### config.mk
export PLATFORM = sky130hd
export DESIGN_NAME = modem_clkout_gen
export DESIGN_NICKNAME = d
export VERILOG_FILES = /design/src/rtl/clkout_pkg.sv /design/src/rtl/clkout_rate_sel.sv /design/src/rtl/clkout_divider.sv /design/src/rtl/clkout_switch.sv /design/src/rtl/modem_clkout_gen.sv
export SDC_FILE = /design/constraint.sdc
export NUM_CORES = 1
export LEC_CHECK = 0
export CORE_AREA = 5 5 62 64
export CTS_CLUSTER_DIAMETER = 50
export CTS_CLUSTER_SIZE = 40
export DETAILED_ROUTE_END_ITERATION = 7
export DIE_AREA = 0 0 67 69
export PLACE_DENSITY = 0.67
export SKIP_LAST_GASP = 1
export SYNTH_ARGS = -nofsm -noshare
export SYNTH_HDL_FRONTEND = slang
export SYNTH_HIERARCHICAL = 1
export SYNTH_SLANG_ARGS = --single-unit
export TNS_END_PERCENT = 1
### constraint.sdc
create_clock -name clk_ref -period 2.7 [get_ports clk_ref]
set_clock_uncertainty 0.1 [all_clocks]
set_input_delay 0.27 -clock clk_ref [delete_from_list [all_inputs] [get_ports clk_ref]]
set_output_delay 0.27 -clock clk_ref [all_outputs]
set_load 0.02 [all_outputs]
### src/rtl/clkout_pkg.sv
`timescale 1ns/1ps
package clkout_pkg;
   typedef enum logic [1:0] {
      MODE_FSK  = 2'b00,
      MODE_DPSK = 2'b01,
      MODE_QAM  = 2'b10,
      MODE_RSVD = 2'b11
   } mod_mode_e;
endpackage

### src/rtl/clkout_rate_sel.sv
`timescale 1ns/1ps
module clkout_rate_sel #(
   parameter int HALF_W = 10,
   parameter int H_FAST = 144,
   parameter int H_MID  = 288,
   parameter int H_SLOW = 576
) (
   input  logic              clk_ctrl,
   input  logic [1:0]        mod_mode,
   input  logic              rate_opt,
   output logic              want_div,
   output logic [HALF_W-1:0] half_sel
);
   import clkout_pkg::*;

   localparam logic [HALF_W-1:0] HF = HALF_W'(H_FAST);
   localparam logic [HALF_W-1:0] HM = HALF_W'(H_MID);
   localparam logic [HALF_W-1:0] HS = HALF_W'(H_SLOW);

   always_comb begin
      want_div = 1'b0;
      half_sel = '0;
      if (clk_ctrl) begin
         unique case (mod_mode_e'(mod_mode))
            MODE_QAM: begin
               want_div = 1'b1;
               half_sel = HF;
            end
            MODE_DPSK: begin
               want_div = 1'b1;
               half_sel = rate_opt ? HS : HM;
            end
            default: begin
               want_div = 1'b0;
               half_sel = '0;
            end
         endcase
      end
   end
endmodule

### src/rtl/clkout_divider.sv
`timescale 1ns/1ps
module clkout_divider #(
   parameter int HALF_W = 10
) (
   input  logic              clk,
   input  logic              soft_rst,
   input  logic              want_div,
   input  logic [HALF_W-1:0] half_req,
   input  logic              use_div,
   output logic              div_q,
   output logic [HALF_W-1:0] key_q
);
   localparam logic [HALF_W-1:0] ONE = HALF_W'(1);

   logic [HALF_W-1:0] key_n;
   logic [HALF_W-1:0] cnt_q;

   // keep the old rate running while the selector still drives it out
   always_comb begin
      if (want_div)     key_n = half_req;
      else if (use_div) key_n = key_q;
      else              key_n = '0;
   end

   always_ff @(posedge clk) begin
      if (soft_rst) begin
         key_q <= '0;
         cnt_q <= '0;
         div_q <= 1'b0;
      end else if ((key_n != key_q) && !div_q) begin
         key_q <= key_n;
         cnt_q <= '0;
         div_q <= 1'b0;
      end else if (key_q == '0) begin
         cnt_q <= '0;
         div_q <= 1'b0;
      end else if (cnt_q == key_q - ONE) begin
         cnt_q <= '0;
         div_q <= ~div_q;
      end else begin
         cnt_q <= cnt_q + ONE;
      end
   end

   // a newly loaded rate starts from a cleared counter, output low
   a_r7_restart_zero: assert property (@(posedge clk) disable iff (soft_rst)
      (key_q != $past(key_q)) |-> (cnt_q == '0 && !div_q));

   // the divided clock flips only at the terminal count of the rate in force
   a_r8_toggle_terminal: assert property (@(posedge clk) disable iff (soft_rst)
      !$stable(div_q) |-> ($past(cnt_q) == $past(key_q) - ONE));

   // with no request and the pin on echo, the divider goes idle
   a_r4_idle_when_echo: assert property (@(posedge clk) disable iff (soft_rst)
      (!want_div && !use_div && !div_q) |=> (key_q == '0));
endmodule

### src/rtl/clkout_switch.sv
`timescale 1ns/1ps
module clkout_switch (
   input  logic clk,
   input  logic soft_rst,
   input  logic want_div,
   input  logic div_q,
   output logic use_div,
   output logic clk_out
);
   // falling edge: reference is low; divided clock only moves on rising edges
   always_ff @(negedge clk) begin
      if (soft_rst)
         use_div <= 1'b0;
      else if ((want_div != use_div) && !div_q)
         use_div <= want_div;
   end

   assign clk_out = use_div ? div_q : clk;

   // the source moves only while the divided clock is low
   a_r6_switch_when_low: assert property (@(negedge clk) disable iff (soft_rst)
      (!$stable(use_div) && !$past(soft_rst)) |-> !$past(div_q));

   // a soft reset seen at a falling edge leaves the pin on echo
   a_r5_reset_echo: assert property (@(negedge clk)
      $past(soft_rst) |-> !use_div);
endmodule

### src/rtl/modem_clkout_gen.sv
`timescale 1ns/1ps
module modem_clkout_gen #(
   parameter int REF_HZ     = 11_059_200,
   parameter int OVERSAMPLE = 16,
   parameter int FAST_BPS   = 2400
) (
   input  logic       clk_ref,
   input  logic       soft_rst,
   input  logic       clk_ctrl,
   input  logic [1:0] mod_mode,
   input  logic       rate_opt,
   output logic       clk_out
);
   localparam int BASE_DIV = REF_HZ / (OVERSAMPLE * FAST_BPS);
   localparam int H_FAST   = BASE_DIV / 2;
   localparam int H_MID    = BASE_DIV;
   localparam int H_SLOW   = BASE_DIV * 2;
   localparam int HALF_W   = $clog2(H_SLOW + 1);

   if (REF_HZ % (OVERSAMPLE * FAST_BPS) != 0) begin : g_bad_ratio
      $error("reference is not a whole multiple of the fastest 16x rate");
   end
   for (genvar g = 0; g < 3; g++) begin : g_rate_chk
      localparam int HG = H_FAST << g;
      if (HG < 2 || (BASE_DIV % 2) != 0) begin : g_bad_half
         $error("divided half period %0d is not usable", HG);
      end
   end

   logic              want_div;
   logic [HALF_W-1:0] half_sel;
   logic              use_div;
   logic              div_q;
   logic [HALF_W-1:0] key_q;

   clkout_rate_sel #(
      .HALF_W (HALF_W),
      .H_FAST (H_FAST),
      .H_MID  (H_MID),
      .H_SLOW (H_SLOW)
   ) u_sel (
      .clk_ctrl (clk_ctrl),
      .mod_mode (mod_mode),
      .rate_opt (rate_opt),
      .want_div (want_div),
      .half_sel (half_sel)
   );

   clkout_divider #(.HALF_W(HALF_W)) u_div (
      .clk      (clk_ref),
      .soft_rst (soft_rst),
      .want_div (want_div),
      .half_req (half_sel),
      .use_div  (use_div),
      .div_q    (div_q),
      .key_q    (key_q)
   );

   clkout_switch u_sw (
      .clk      (clk_ref),
      .soft_rst (soft_rst),
      .want_div (want_div),
      .div_q    (div_q),
      .use_div  (use_div),
      .clk_out  (clk_out)
   );

   // the pin is only handed to the divider while a rate is loaded
   a_r2_div_has_rate: assert property (@(posedge clk_ref) disable iff (soft_rst)
      (use_div && div_q) |-> (key_q != '0));
endmodule

==> metrics.cfg <==
[layout]
mostFrequentLayoutCells = dfxtp_1 (21), buf_4 (16), inv_1 (15)
utilization = 0.577
final_net_count = 211
layout.cells.most_common = dfxtp_1
area_growth_syn_to_layout_pct = 19.2
drive_gt1_frac = 0.255
nFillCells = 293
antenna_cells = 0
design_area_sq_um = 1870

[critical_path]
end_kind = flip-flop
critical_path_depth = 7
critPathSlowestCell = o41ai_4
worstPathBufferInverterCount = 1
path_class = reg2reg
timing.critical_path.to = u_div/key_q[7]
cpPeakStageDelay_ns = 0.41
path_delay_family = simple AND/OR/NAND/NOR gates
reg2reg_slack_ns = -0.53
critical_path.reg2reg.endpoint = u_div/key_q[7]
critical_path.max_fanout = 10
start_kind = flip-flop
worst-endpoint-arrival_ns = 3.39
timing.reg2reg.worst_path_depth = 7
worstSetupStartpoint = u_sw/use_div
regToRegStartpoint = u_sw/use_div
crit_path_cell_trace = nand2b_1, nand3_1, nand4_1, o41ai_4, nor2b_4, buf_6, a22o_1
cp_data_required_time_ns = 2.86

[clock_network]
cts_tree = built
cts_htree_levels = 1
ctsRootBufferMaster = clkbuf_4
cts-root-to-sink-buffers = 2
cts-buffers-inserted = 3
clk_latency_ns = 0.37
cts.reportedPaths.clkPinSlew_ns = 0.13

[placement]
hpwl_mm = 2.70
buffers_on_ports = 6
dpl_cell_area_sq_um = 1770
routabilityCongestion = 0.882

[timing]
postLayoutSetupSlackWorst_ns = -0.529
final_max_slew_viol_count = 0
setup_viol = 22
finalHoldViolations = 0
rsz0062_at_grt = yes

[floorplan]
ports = 7
design.core.area_sq_um = 3230
initial_core_util = 0.484
fp.dieArea_sq_um = 4620
placementRows = 21
die_width_microns = 67
die_y_microns = 69

[yosys]
netlist_area_sq_um = 1570
ys_ff_latch = 22
synth_ff_type = dfxtp_1
netlist_instances = 183
synthDominantCellAreaShare = 0.281
yosysTopAreaCell = dfxtp_1
ys_async_sr_fraction = 0
yosys-top-cells-area = dfxtp_1 (28%), xnor2_1 (6.2%), a22o_1 (5.6%), xor2_1 (5.6%), nor3_1 (4.2%)
synth_edf_count = 0
synth_cell_types = 48
syn_area_per_cell_sq_um = 8.55
ys_seq_area_frac = 0.281
synthesis.yosys.warnings = 6

[run_status]
status = complete, but fails checks
failed_checks = negative setup slack

[detailed_routing]
routed-via-count = 1375
post_dr_vias_cell = 5.59
dr.first_iter.drc_count = 39
ant_nets = 0
aggregate_routed_wire_length_mm = 3.61
post_drt_wl_per_cell_microns = 14.7
drt_first_pass_iters = 4
post-route-drc-count = 0

[power]
total_power_per_unit_cell_area_nw_per_um2 = 438
vdd.ir_drop.worst_mv = 0.306
static-leakage-power_nw = 0.711

[grt]
grt_max_degree = 17
grtUsageTotal = 0.167
grt_pass1_vias = 1365
grt_antenna_before_repair = 0
wire_length_of_the_first_global_routing_pass_mm = 6.22
globalRouteOverflowTotal = 0

[min_path]
hold_class = reg2reg

[flow_run]
maxCapViolCount = 0

## what timing repair did
item | CTS | global route
pin swaps | 1 | 2
setup buffers | 1 | 0
endpoints found under the setup margin | 22 | 22
hold buffers | 0 | 0
resized for setup | 3 | 4
## through the flow
| step | total power [mW] | hold WS [ns] | setup slack, ns | instances | setup TNS, ns |
|---|---|---|---|---|---|
| 3_5_place_dp | 0.552 | 0.416 | -0.444 | 240 | -9.09 |
| 2_1_floorplan | 0.494 | 0.377 | -0.322 | 186 | -6.18 |
| 6_report | 0.817 | 0.437 | -0.529 | 246 | -10.30 |
| 4_1_cts | 0.815 | 0.440 | -0.472 | 246 | -9.25 |
| 3_3_place_gp | 0.547 | 0.406 | -0.390 | 240 | -8.09 |
| 5_1_grt | 0.860 | 0.460 | -0.632 | 246 | -12.47 |
## Yosys cell counts (all sizes together), types with 3 or more instances
cell and instances:
a22o 11, buf 10, clkbuf 6, dfxtp 22, ha 4, inv 14, nand2 7, nand3 10
nand4 3, nor2 6, nor2b 10, nor3 14, o21ai 10, or4 4, xnor2 11, xor2 10
## cell type report
type | count | area (sq um) | share of cell area
Clock buffer | 4 | 31.3 | 0.0168
Timing Repair Buffer | 24 | 213 | 0.114
Inverter | 13 | 48.8 | 0.0262
Multi-Input combinational cell | 134 | 1040 | 0.555
Tap cell | 46 | 57.6 | 0.0309
Clock inverter | 3 | 37.5 | 0.0201
Sequential cell | 22 | 442 | 0.237
## worst min-delay path by stage
stage / slack (ns) / cells past startpoint / startpoint / to
detailed placement: 0.42 / 1 / u_div/key_q[4] / u_div/key_q[4]
CTS: 0.44 / 1 / u_div/cnt_q[0] / u_div/cnt_q[0]
global placement: 0.41 / 1 / u_div/key_q[4] / u_div/key_q[4]
global route: 0.46 / 1 / u_div/key_q[4] / u_div/key_q[4]
floorplan: 0.38 / 1 / u_div/cnt_q[0] / u_div/cnt_q[0]
finish: 0.44 / 1 / u_div/cnt_q[0] / u_div/cnt_q[0]
## power by group
group          switching (mW)  internal (mW)  leakage [nW]  total, mW
logic                  0.0849         0.0873         0.487      0.172
registers             0.00718          0.330         0.178      0.337
clock network           0.138          0.169        0.0458      0.307
## cell families (layout without fill, tap and decap cells)
group	count (synthesis)	after routing	share of synthesized area
multiplexers	1	1	0.00640
AND/OR/NAND/NOR	68	68	0.266
other	1	4	0.00240
adder cells (fa/ha/maj)	4	4	0.0320
XOR/XNOR	21	21	0.118
flip-flops	22	22	0.281
buffers and inverters	30	44	0.122
AO/OA/AOI/OAI	36	36	0.173
## per-layer routing
layer,GRT usage,wire [microns]
met1,0.223,1590
met2,0.267,1760
met3,0.0292,171
met4,0.0563,87
met5,0,0
## flip-flops by register name, summed over array words and instances, names as in the netlist
| signal | flops |
|---|---|
| u_div/div_q | 1 |
| u_div/cnt_q | 10 |
| u_div/key_q | 10 |
| u_sw/use_div | 1 |
Power figures use the tool's default switching activity.
